File: config.mk
export PLATFORM = sky130hd
export DESIGN_NAME = status_irq_seq
export DESIGN_NICKNAME = d
export VERILOG_FILES = /design/src/rtl/sis_pkg.sv /design/src/rtl/sis_flags.sv /design/src/rtl/sis_int_detect.sv /design/src/rtl/status_irq_seq.sv
export SDC_FILE = /design/constraint.sdc
export NUM_CORES = 1
export LEC_CHECK = 0
export ABC_AREA = 1
export ABC_CLOCK_PERIOD_IN_PS = 3150
export BUFFER_PORTS_ARGS = -buffer_cell sky130_fd_sc_hd__buf_2
export CAP_MARGIN = 20
export CELL_PAD_IN_SITES_DETAIL_PLACEMENT = 1
export CELL_PAD_IN_SITES_GLOBAL_PLACEMENT = 1
export CORE_MARGIN = 5
export CORE_UTILIZATION = 30
export CTS_CLUSTER_SIZE = 28
export DETAILED_ROUTE_END_ITERATION = 8
export PLACE_DENSITY_LB_ADDON = 0.2
export REMOVE_ABC_BUFFERS = 1
export SETUP_SLACK_MARGIN = 0.3
export SYNTH_ARGS = -nofsm -noshare
export SYNTH_HDL_FRONTEND = slang
export SYNTH_SLANG_ARGS = --single-unit
File: constraint.sdc
create_clock -name clk -period 3.15 [get_ports clk]
set_input_delay 0.315 -clock clk [delete_from_list [all_inputs] [get_ports clk]]
set_output_delay 0.315 -clock clk [all_outputs]
set_load 0.01 [all_outputs]
File: src/rtl/sis_pkg.sv
package sis_pkg;

    typedef enum logic [3:0] {
        S_RST,
        S_IDLE,
        S_PUSH_PCH,
        S_PUSH_PCL,
        S_PUSH_P,
        S_VEC_LO,
        S_VEC_HI,
        S_PULL_P,
        S_PULL_PCL,
        S_PULL_PCH,
        S_DONE
    } seq_state_t;

    typedef enum logic [2:0] {
        K_RESET,
        K_NMI,
        K_IRQ,
        K_BRK,
        K_PHP,
        K_PLP,
        K_RTI
    } seq_kind_t;

    // index of the interrupt mask inside the 6-bit stored flag vector {N,V,D,I,Z,C}
    localparam int FL_I = 2;

endpackage

File: src/rtl/sis_flags.sv
module sis_flags
    import sis_pkg::*;
(
    input  logic       clk,
    input  logic       rst_n,
    input  logic       load_en,
    input  logic [5:0] load_bits,   // {N,V,D,I,Z,C} taken from a pulled byte
    input  logic       set_i,
    input  logic       soft_push,   // 1: break / push-flags, 0: hardware interrupt
    output logic [7:0] push_byte,
    output logic [7:0] status_o,
    output logic       flag_i
);

    logic [5:0] fl_q;

    always_ff @(posedge clk or negedge rst_n) begin
        if (!rst_n) begin
            fl_q <= '0;
        end else if (load_en) begin
            fl_q <= load_bits;
        end else if (set_i) begin
            fl_q[FL_I] <= 1'b1;
        end
    end

    always_comb begin
        push_byte = {fl_q[5:4], 1'b1, soft_push, fl_q[3:0]};
        status_o  = {fl_q[5:4], 2'b00, fl_q[3:0]};
        flag_i    = fl_q[FL_I];
    end

    // a mask-set request is visible on the next cycle
    p_i_after_set_r4: assert property (@(posedge clk) disable iff (!rst_n)
        (set_i && !load_en) |=> flag_i);

endmodule

File: src/rtl/sis_int_detect.sv
module sis_int_detect (
    input  logic clk,
    input  logic rst_n,
    input  logic nmi_n,
    input  logic irq_n,
    input  logic flag_i,
    input  logic nmi_ack,
    output logic nmi_req,
    output logic irq_req
);

    logic nmi_prev_q;
    logic nmi_pend_q;
    logic nmi_fall;

    assign nmi_fall = nmi_prev_q & ~nmi_n;

    always_ff @(posedge clk or negedge rst_n) begin
        if (!rst_n) begin
            nmi_prev_q <= 1'b1;
            nmi_pend_q <= 1'b0;
        end else begin
            nmi_prev_q <= nmi_n;
            nmi_pend_q <= nmi_fall | (nmi_pend_q & ~nmi_ack);
        end
    end

    assign nmi_req = nmi_pend_q;
    assign irq_req = ~irq_n & ~flag_i;

    // a falling edge is always remembered
    p_nmi_latch_r8: assert property (@(posedge clk) disable iff (!rst_n)
        nmi_fall |=> nmi_req);

    // taking the NMI consumes it unless a fresh edge arrives together
    p_nmi_consume_r8: assert property (@(posedge clk) disable iff (!rst_n)
        (nmi_ack && !nmi_fall) |=> !nmi_req);

endmodule

File: src/rtl/status_irq_seq.sv
module status_irq_seq
    import sis_pkg::*;
#(
    parameter int            AW          = 16,
    parameter int            DW          = 8,
    parameter logic [DW-1:0] STACK_PAGE  = 8'h01,
    parameter logic [AW-1:0] NMI_VEC     = 16'hFFFA,
    parameter logic [AW-1:0] RST_VEC     = 16'hFFFC,
    parameter logic [AW-1:0] IRQ_VEC     = 16'hFFFE,
    parameter int            RST_SP_DROP = 3
) (
    input  logic          clk,
    input  logic          rst_n,
    input  logic          nmi_n,
    input  logic          irq_n,
    input  logic          cmd_php,
    input  logic          cmd_plp,
    input  logic          cmd_brk,
    input  logic          cmd_rti,
    input  logic [AW-1:0] ret_pc_i,
    output logic [AW-1:0] mem_addr_o,
    output logic [DW-1:0] mem_wdata_o,
    output logic          mem_we_o,
    input  logic [DW-1:0] mem_rdata_i,
    output logic [DW-1:0] sp_o,
    output logic [DW-1:0] status_o,
    output logic [AW-1:0] pc_o,
    output logic          done_o
);

    seq_state_t    state_q, state_d;
    seq_kind_t     kind_q, kind_d;
    logic [DW-1:0] sp_q, sp_inc, pcl_q;
    logic [AW-1:0] pc_q, ret_q, vec_base;
    logic          nmi_req, irq_req, nmi_ack, flag_i;
    logic          fl_load, fl_set_i, soft_push;
    logic [DW-1:0] push_byte;

    assign sp_inc = sp_q + 1'b1;

    sis_int_detect u_detect (
        .clk     (clk),
        .rst_n   (rst_n),
        .nmi_n   (nmi_n),
        .irq_n   (irq_n),
        .flag_i  (flag_i),
        .nmi_ack (nmi_ack),
        .nmi_req (nmi_req),
        .irq_req (irq_req)
    );

    assign fl_load   = (state_q == S_PULL_P);
    assign fl_set_i  = ((state_q == S_PUSH_P) && (kind_q != K_PHP)) || (state_q == S_RST);
    assign soft_push = (kind_q == K_BRK) || (kind_q == K_PHP);

    sis_flags u_flags (
        .clk       (clk),
        .rst_n     (rst_n),
        .load_en   (fl_load),
        .load_bits ({mem_rdata_i[7:6], mem_rdata_i[3:0]}),
        .set_i     (fl_set_i),
        .soft_push (soft_push),
        .push_byte (push_byte),
        .status_o  (status_o),
        .flag_i    (flag_i)
    );

    // next state and request arbitration
    always_comb begin
        state_d = state_q;
        kind_d  = kind_q;
        nmi_ack = 1'b0;
        unique case (state_q)
            S_RST:      state_d = S_VEC_LO;
            S_IDLE: begin
                if (nmi_req) begin
                    state_d = S_PUSH_PCH; kind_d = K_NMI; nmi_ack = 1'b1;
                end else if (irq_req) begin
                    state_d = S_PUSH_PCH; kind_d = K_IRQ;
                end else if (cmd_brk) begin
                    state_d = S_PUSH_PCH; kind_d = K_BRK;
                end else if (cmd_php) begin
                    state_d = S_PUSH_P;   kind_d = K_PHP;
                end else if (cmd_plp) begin
                    state_d = S_PULL_P;   kind_d = K_PLP;
                end else if (cmd_rti) begin
                    state_d = S_PULL_P;   kind_d = K_RTI;
                end
            end
            S_PUSH_PCH: state_d = S_PUSH_PCL;
            S_PUSH_PCL: state_d = S_PUSH_P;
            S_PUSH_P:   state_d = (kind_q == K_PHP) ? S_DONE : S_VEC_LO;
            S_VEC_LO:   state_d = S_VEC_HI;
            S_VEC_HI:   state_d = S_DONE;
            S_PULL_P:   state_d = (kind_q == K_RTI) ? S_PULL_PCL : S_DONE;
            S_PULL_PCL: state_d = S_PULL_PCH;
            S_PULL_PCH: state_d = S_DONE;
            S_DONE:     state_d = S_IDLE;
            default:    state_d = S_IDLE;
        endcase
    end

    // state register
    always_ff @(posedge clk or negedge rst_n) begin
        if (!rst_n) begin
            state_q <= S_RST;
            kind_q  <= K_RESET;
        end else begin
            state_q <= state_d;
            kind_q  <= kind_d;
        end
    end

    // stack pointer, return latch, vector assembly
    always_ff @(posedge clk or negedge rst_n) begin
        if (!rst_n) begin
            sp_q  <= '0;
            pcl_q <= '0;
            pc_q  <= '0;
            ret_q <= '0;
        end else begin
            if ((state_q == S_IDLE) && (state_d != S_IDLE)) ret_q <= ret_pc_i;
            case (state_q)
                S_RST:      sp_q <= sp_q - DW'(RST_SP_DROP);
                S_PUSH_PCH,
                S_PUSH_PCL,
                S_PUSH_P:   sp_q <= sp_q - 1'b1;
                S_PULL_P:   sp_q <= sp_inc;
                S_PULL_PCL: begin
                    sp_q  <= sp_inc;
                    pcl_q <= mem_rdata_i;
                end
                S_PULL_PCH: begin
                    sp_q <= sp_inc;
                    pc_q <= AW'({mem_rdata_i, pcl_q});
                end
                S_VEC_LO:   pcl_q <= mem_rdata_i;
                S_VEC_HI:   pc_q  <= AW'({mem_rdata_i, pcl_q});
                default:    ;
            endcase
        end
    end

    always_comb begin
        unique case (kind_q)
            K_NMI:   vec_base = NMI_VEC;
            K_RESET: vec_base = RST_VEC;
            default: vec_base = IRQ_VEC;
        endcase
    end

    // outputs per state
    always_comb begin
        mem_addr_o  = '0;
        mem_wdata_o = '0;
        mem_we_o    = 1'b0;
        done_o      = 1'b0;
        unique case (state_q)
            S_PUSH_PCH: begin
                mem_we_o = 1'b1; mem_addr_o = AW'({STACK_PAGE, sp_q}); mem_wdata_o = ret_q[AW-1:DW];
            end
            S_PUSH_PCL: begin
                mem_we_o = 1'b1; mem_addr_o = AW'({STACK_PAGE, sp_q}); mem_wdata_o = ret_q[DW-1:0];
            end
            S_PUSH_P: begin
                mem_we_o = 1'b1; mem_addr_o = AW'({STACK_PAGE, sp_q}); mem_wdata_o = push_byte;
            end
            S_VEC_LO:   mem_addr_o = vec_base;
            S_VEC_HI:   mem_addr_o = vec_base + 1'b1;
            S_PULL_P,
            S_PULL_PCL,
            S_PULL_PCH: mem_addr_o = AW'({STACK_PAGE, sp_inc});
            S_DONE:     done_o = 1'b1;
            default:    ;
        endcase
    end

    assign sp_o = sp_q;
    assign pc_o = pc_q;

    // every write goes to the stack page
    p_stack_page_r2: assert property (@(posedge clk) disable iff (!rst_n)
        mem_we_o |-> (mem_addr_o[AW-1:DW] == STACK_PAGE));

    // every write is followed by a decremented pointer
    p_push_dec_r2: assert property (@(posedge clk) disable iff (!rst_n)
        mem_we_o |=> (sp_o == DW'($past(sp_o) - 1'b1)));

    // high vector byte is read right after the low one
    p_vec_pair_r5: assert property (@(posedge clk) disable iff (!rst_n)
        (state_q == S_VEC_HI) |-> (mem_addr_o == AW'($past(mem_addr_o) + 1'b1)));

    // done lasts one cycle
    p_done_pulse_r5: assert property (@(posedge clk) disable iff (!rst_n)
        done_o |=> !done_o);

    // the program counter moves only with done
    p_pc_hold_r7: assert property (@(posedge clk) disable iff (!rst_n)
        !done_o |-> $stable(pc_o));

    // a pull cycle raises the pointer by one
    p_pull_inc_r6: assert property (@(posedge clk) disable iff (!rst_n)
        (state_q == S_PULL_P) |=> (sp_o == DW'($past(sp_o) + 1'b1)));

endmodule

Yosys cells after proc, flatten, opt, wreduce, memory -nomap -nowiden. Index checks and enable logic that the tools add are counted.

Bits of input ports: 32. Word-level logic and storage cells: 77. Register bits: 63. Output and inout bits: 58.

$add $sub $neg: 4. Muxes and demuxes: 25. Reduce and logical (&&, ||, !) cells: 14. Equality and inequality tests: 16. Bitwise operators: 8.

Operators with widths (count): 16-bit case mux with 4 select lines (1); 8-bit case mux with 3 select lines (2); 4-bit case mux with 9 select lines (1); 4-bit 2-to-1 mux (7); 3-bit 2-to-1 mux (6); 16-bit by 1-bit adder with 16-bit output (second input constant) (1); 4-bit by 3-bit equality test with 1-bit output (second input constant) (4); 4-bit equality test (second input constant) (3); 8-bit by 1-bit adder with 8-bit output (second input constant) (1); 4-bit by 2-bit equality test with 1-bit output (second input constant) (2); 8-bit by 1-bit subtractor with 8-bit output (second input constant) (1); 8-bit by 2-bit subtractor with 8-bit output (second input constant) (1); 3-bit equality test (second input constant) (2); 1-bit 2-to-1 mux (6); 3-bit case mux with 2 select lines (1); 6-bit nonzero test (1); 3-bit OR reduction (2); 4-bit by 1-bit equality test with 1-bit output (second input constant) (1); 4-bit logical NOT (1); 4-bit by 1-bit != test with 1-bit output (second input constant) (1); 1-bit NOT (4); 2-bit OR reduction (2); 1-bit AND (3); 3-bit by 1-bit equality test with 1-bit output (second input constant) (1); other kinds (10) (12).

Depth between registers and ports, before layout. Gate-level depths: netlist of run 1.

Depth in word-level cells: 9. Depth in mapped cells: 13. Gate-level depth less buffers: 13.

Modules after synthesis. From an unflattened synthesis of run 1, not the netlist that was laid out.

Cells, all modules: 467. Area, all modules: 3519.6 µm².

By module, submodules not included: status_irq_seq (cells each 417, instances 1, area an instance 3115.5 µm²); sis_flags (cells each 42, instances 1, area an instance 330.3 µm²); sis_int_detect (cells each 8, instances 1, area an instance 73.8 µm²).

Worst setup path before layout of run 1. OpenSTA, ideal clock, no wires.

Path kind: register -> register. From: register state_q[1]. To: register sp_q[2], in the netlist sp_o[2]. Required time: 3.032 ns. Path slack: 1.140 ns. Library setup time: 0.118 ns. Period minus slack after synthesis: 2.010 ns. Arrival: 1.892 ns. Cell stages (with the launch flop): 13. Cell sequence: dfrtp_1 > buf_6 > nor2_1 > nand2_1 > nand2_1 > inv_2 > fa_1 > inv_1 > nor2_1 > o21ai_0 > nand2_1 > nand2_1 > o21ai_2.

Longest elaborated chain between the ends: 3. Elaborated cells between the ends (all ways): 11. Those cells by class: eq/ne (6); mux (1); reduce/logical (4).

RTL lines: start: declaration (RTL line status_irq_seq.sv:31) `seq_state_t state_q, state_d;`; start signal: assignment (RTL line status_irq_seq.sv:109) `state_q <= state_d;`; 4-bit by 3-bit equality test with 1-bit output, or another cell as far along (RTL line status_irq_seq.sv:123) `case (state_q)`; 3-bit OR reduction (no line); 8-bit case mux with 3 select lines / 3-bit nonzero test (equally long branches); end signal: assignment (RTL line status_irq_seq.sv:124) `S_RST: sp_q <= sp_q - DW'(RST_SP_DROP);`; end signal: assignment (RTL line status_irq_seq.sv:127) `S_PUSH_P: sp_q <= sp_q - 1'b1;`; end signal: assignment (RTL line status_irq_seq.sv:128) `S_PULL_P: sp_q <= sp_inc;`; end: declaration (RTL line status_irq_seq.sv:33) `logic [DW-1:0] sp_q, sp_inc, pcl_q;`.

Parallel ways exist; a longest one is shown, timed or not. A chain may end at the register's enable or synchronous reset.

Worst setup path after layout of run 1.
From: register state_q[1]. To: output mem_addr_o[6].

Longest elaborated chain between the ends: 3. Elaborated cells between the ends (all ways): 11. Those cells by class: eq/ne (8); mux (1); reduce/logical (2).

RTL lines: 4-bit by 3-bit equality test with 1-bit output, or another cell as far along (RTL line status_irq_seq.sv:158) `unique case (state_q)`; 3-bit OR reduction (no line); 16-bit case mux with 4 select lines * (RTL line status_irq_seq.sv:158); end: declaration (RTL line status_irq_seq.sv:21) `output logic [AW-1:0] mem_addr_o,`.

Every way passes the cells marked *; elsewhere a longest branch is shown, timed or not.

==> results of run 1 <==
==> per-stage QoR <==
step           instances  instance area, µm²   util  hold slack (ns)  power, mW
5_1_grt              673                4130  0.378           0.0846       5.47
3_5_place_dp         657                3840  0.351            0.432       4.04
6_report             673                4130  0.378           0.0957       4.96
4_1_cts              673                4130  0.378           0.0824       5.06
3_3_place_gp         657                3840  0.351            0.434       3.96
2_1_floorplan        427                3200      -           0.0194       3.07
==> cells in the final DEF, fill, tap and decap left out, types with 5 or more instances in the layout <==
cell and instances:
nand4_1 6, nand3_1 27, o21ai_1 5, nor2_1 36, dfrtp_1 62, a21oi_1 19
o21ai_0 24, buf_2 87, nand2_1 160, inv_1 52, o211ai_1 7, clkbuf_16 9
==> metal layers <==
metal  vias up  wire [µm]  global-route usage
li1       1561          -                   -
met1      1534       4720               0.201
met2        62       4760               0.260
met3         8        405              0.0350
met4         0        121              0.0580
met5         -          0                   0
==> report_power, final <==
part | internal [mW] | switching (mW) | leakage, nW
Clock | 0.630 | 0.354 | 0.146
Combinational | 0.864 | 1.58 | 1.35
Sequential | 1.21 | 0.324 | 0.754
==> kinds of logic after synthesis <==
group	synth area share
AND/OR/NAND/NOR	0.298
buffers and inverters	0.111
flip-flops	0.468
AO/OA/AOI/OAI	0.103
adder cells (fa/ha/maj)	0.0134
XOR/XNOR	0.00520
other	0.00111
==> path summary, 6_finish.rpt <==
path / slack (ns) / cells past startpoint / to / start
setup / recovery: 0.65 / 7 / mem_addr_o[6] / state_q[1]
hold / removal: 0.1 / 1 / u_detect.nmi_prev_q / nmi_n
setup reg to reg: 0.89 / 11 / sp_o[2] / state_q[1]
hold reg to reg: 0.47 / 2 / ret_q[0] / ret_q[0]
max in group asynchronous: 2.44 / 2 / ret_q[2] / rst_n
min in group asynchronous: 0.18 / 2 / ret_q[8] / rst_n
==> state kept, by name, summed over array words and instances (netlist names) <==
name / cells
u_detect.nmi_req: 1
u_detect.nmi_prev_q: 1
u_flags.fl_q: 6
kind_q: 3
state_q: 4
pcl_q: 8
ret_q: 16
sp_o: 8
pc_o: 16
==> cell type report <==
cell class	instances	area, µm²	share of cell area
clock inverter	4	45.0	0.0109
timing repair buffer	90	458	0.111
inverter	55	206	0.0500
clock buffer	12	246	0.0597
tap	140	175	0.0424
multi-input combinational	309	1420	0.344
sequential	63	1580	0.382
==> flow_summary.toml, run 1 <==
[hold_path]
hp-class = "input pin to flop"

[layout]
fillCellCount = 1415
antennaDiodeCount = 0
area_growth_pct = 22.5
fin_nets = 563
drive_gt1_frac = 0.220

[timing]
post-route-period-util = 0.794
hold_viol_final = 0
setup_tns_ns = 0
min_period_ns = 2.50
worst_slack_ns = 0.648
rsz0062_at_grt = "no"
setup_viol = 0
relSlewSlack = 0.445
timing.fmax_ghz = 0.400
tightest_slew_ns = 0.832
fin_worst_skew_ns = 0.00360
slew_viol_final = 0

[synth]
synthTopCellsByArea = "dfrtp_1, nand2_1, inv_1"
ys_ff_latch = 63
synth_warnings = 0
synthCells = 448
synthFlopType = "dfrtp_1"
synth_top_area_frac = 0.460
synth.top_cells.by_count = "nand2_1, dfrtp_1, inv_1, nor2_1, nand3_1"
synthArstFlopShare = 1.00
synth_top_area_cell = "dfrtp_1"
synth_cell_types = 31
synth_edf_count = 0
syn_area_um2 = 3370
synth_most_common_cell = "nand2_1"
synth_seq_area_share = 0.468
avgSynthCellArea_um2 = 7.52

[setup_path]
path_class = "flop to output port"
cp-start-kind = "flop"
max_stage_delay_ns = 0.53
crit_chain = "nand2_1 > inv_1 > nand2_1 > o21ai_2 > nand3_1 > o211ai_1 > buf_2"
cp_top_family = "simple AND/OR/NAND/NOR gates"
endpoint_kind = "output port"
cpMostUsedCell = "nand2_1"
crit_slowest_cell = "dfrtp_1"
critPathRequiredTime_ns = 2.83
cp_num_buf_inv = 2
worstPathMaxFanout = 12
crit_arrival_ns = 2.19

[clock_tree]
cts_resized = 0
cts.sinks = 63
cts-buffers-inserted = 9
cts-root-buf = "clkbuf_16"
clkTransAtPathRegs_ns = 0.05
clk_latency_ns = 0.33
cts.htree.levels = 3
postCtsHoldBufs = 0
cts_buffer_depth = 2
postCtsSetupBuffers = 0
cts_tree = "yes"

[run]
max_cap_violations = 0

[global_routing]
grt_pass1_wl_mm = 16.5
first_global_vias = 3326
grt-ovfl-total = 0
track_usage = 0.157
grt_start_max_net_pins = 64
antenna_found_initial = 0

[pwr]
power.static_leakage_nw = 2.25
power_density_nw_per_um2 = 1200
peakVddDrop_v = 0.000359

[placed_design]
place.port_buffers = 87
place_congestion = 0.799
dp_hpwl_mm = 7.33
post-place-ws_ns = 0.897

[run_status]
status = "complete, no violations"

[floorplanning]
rows = 38
dieArea_um2 = 13500
fp.dieH_um = 116
start_util = 0.308
boundaryPins = 90
core_um2 = 10900
die_x_um = 116

[drt]
drt-initial-drc-count = 121
wl_per_cell_um = 14.9
vias = 3165
drtPass1Iterations = 4
via_per_inst = 4.70
drc_errors = 0
ant_nets = 0
routed_wl_mm = 10.0
(Power assumes the default switching activity.)
==> run 2: changes to the inputs <==
ABC_AREA = 0   (was 1)
ABC_CLOCK_PERIOD_IN_PS = 2300   (was 3150)
clock period = 2.3 ns   (was 3.15 ns; I/O delays follow)
==> flow_summary.toml, run 2 <==
[synth]
synthCells = 300
synth_edf_count = 0
ys_ff_latch = 63
synth_top_area_frac = 0.449
synth_top_area_cell = "dfrtp_1"
synth.top_cells.by_count = "dfrtp_1, mux2_1, mux2_4, nor2_1"
synthFlopType = "dfrtp_1"
synthTopCellsByArea = "dfrtp_1, mux2_1, mux2_4"
synthArstFlopShare = 1.00
synth_seq_area_share = 0.457
syn_area_um2 = 3460
synth_most_common_cell = "dfrtp_1"
synth_cell_types = 65
avgSynthCellArea_um2 = 11.5
synth_warnings = 0

[setup_path]
cpMostUsedCell = "nor4b_4"
critPathRequiredTime_ns = 2.50
crit_arrival_ns = 2.37
cp-start-kind = "flop"
crit_slowest_cell = "dfrtp_2"
worstPathMaxFanout = 3
path_class = "flop to flop"
max_stage_delay_ns = 0.44
crit_chain = "nor4b_4 > o21bai_4 > ha_4 > a211o_1 > nor4b_4 > a32oi_1 > xnor2_1"
endpoint_kind = "flop"
rr_worst_depth = 7

[global_routing]
first_global_vias = 3036
antenna_found_initial = 0
grt_pass1_wl_mm = 16.3
grt-ovfl-total = 0
grt_start_max_net_pins = 33
track_usage = 0.143

[layout]
final_common_cell = "buf_2"
final_cell_mix = "buf_2, dfrtp_1, buf_4, mux2_1, mux2_4"
multi_input_area_um2 = 1850
fillCellCount = 1220
antennaDiodeCount = 0
area_growth_pct = 43.6
instances_no_fill = 572
drive_gt1_frac = 0.524
fin_util = 0.437
final-seq-area_um2 = 1590
fin_nets = 459

[timing]
relSlewSlack = 0.578
post-route-period-util = 0.941
setup_viol = 0
slew_viol_final = 0
fin_worst_skew_ns = 0.0137
rsz0062_at_grt = "yes"
timing.fmax_ghz = 0.462
worst_slack_ns = 0.135
tightest_slew_ns = 0.632
setup_tns_ns = 0
hold_viol_final = 0
min_period_ns = 2.16

[placed_design]
post-place-ws_ns = -0.0386
place_congestion = 0.738
place.port_buffers = 87
dp_hpwl_mm = 6.82
dpl.cell_count = 520

[clock_tree]
cts-root-buf = "clkbuf_16"
cts_tree = "yes"
cts.sinks = 63
cts-buffers-inserted = 9
clkTransAtPathRegs_ns = 0.06
cts.htree.levels = 3
cts_buffer_depth = 2
clk_latency_ns = 0.33

[drt]
ant_nets = 0
drt-initial-drc-count = 100
routed_wl_mm = 9.91
drtPass1Iterations = 4
via_per_inst = 4.85
drc_errors = 0
vias = 2774
wl_per_cell_um = 17.3

[pwr]
peakVddDrop_v = 0.000678
power_density_nw_per_um2 = 1690
power.static_leakage_nw = 2.34
finalPower_mw = 8.39

[floorplanning]
fp.dieH_um = 117
rows = 39
die_x_um = 117
start_util = 0.304
boundaryPins = 90
core_um2 = 11400
dieArea_um2 = 13800

[hold_path]
hold_path_depth = 1
hp-class = "input pin to flop"

[run_status]
status = "complete, no violations"

[run]
max_cap_violations = 0
run 2: path summary, 6_finish.rpt:
kind,from,end,slack [ns]
min reg2reg,pcl_q[5],pc_o[5],0.47
max,state_q[1],sp_o[7],0.14
min,nmi_n,u_detect.nmi_prev_q,0.02
min in group asynchronous,rst_n,sp_o[4],0.45
max reg2reg,state_q[1],sp_o[7],0.14
max in group asynchronous,rst_n,u_detect.nmi_prev_q,1.16
run 2: timing repair:
item / 4_1_cts / 5_1_grt
gates resized for setup: 40 / 23
pin swaps: 23 / 10
hold endpoints to repair: 20 / 0
setup endpoints to repair: 43 / 59
hold buffers: 1 / 0
buffers inserted: 21 / 14
run 2: metal layers:
layer | vias up | GRT usage | share of wire
li1 | 1333 | - | -
met3 | 8 | 0.0361 | 0.056
met4 | 0 | 0.0392 | 0.0077
met1 | 1353 | 0.199 | 0.48
met5 | - | 0 | 0
met2 | 80 | 0.219 | 0.46
run 2: critical path, delay by kind of cell (launching register included):
family                   cells  cell delay, ns
AO/OA/AOI/OAI                3            0.64
adder cells (fa/ha/maj)      1            0.22
AND/OR/NAND/NOR              2            0.61
XOR/XNOR                     1            0.14
flip-flops                   1            0.44
run 2: final cells by class:
type,count,area share
clock inverters,7,0.0207
inverters,15,0.0113
multi-input cells,196,0.373
well taps,143,0.0360
flip-flops and latches,63,0.321
clock buffers,9,0.0454
repair buffers,139,0.193
run 2: cells by family (layout without fill, tap and decap cells):
| logic type | after synthesis | after routing | synth area share |
|---|---|---|---|
| AOI/OAI and AO/OA | 66 | 66 | 0.143 |
| xor gates and xnor gates | 9 | 9 | 0.0228 |
| adders and majority gates | 3 | 3 | 0.0130 |
| buffers and inverters | 42 | 170 | 0.0673 |
| DFF | 63 | 63 | 0.457 |
| muxes | 46 | 46 | 0.167 |
| other | 1 | 2 | 0.00109 |
| and+or+nand+nor | 70 | 70 | 0.130 |
run 2: stage by stage:
step | hold WS (ns) | area [µm²]
finish | 0.0158 | 4960
global route | 0.00211 | 4960
CTS | 0.00191 | 4760
detailed placement | 0.267 | 4040
global placement | 0.255 | 4040
floorplan | -0.0656 | 3280
run 2: power breakdown:
part           internal (mW)  switching (mW)  leakage [nW]
clock                  0.960           0.536         0.157
combinational           2.43            2.24          1.46
sequential              1.70           0.514         0.719
total                   5.09            3.29          2.34
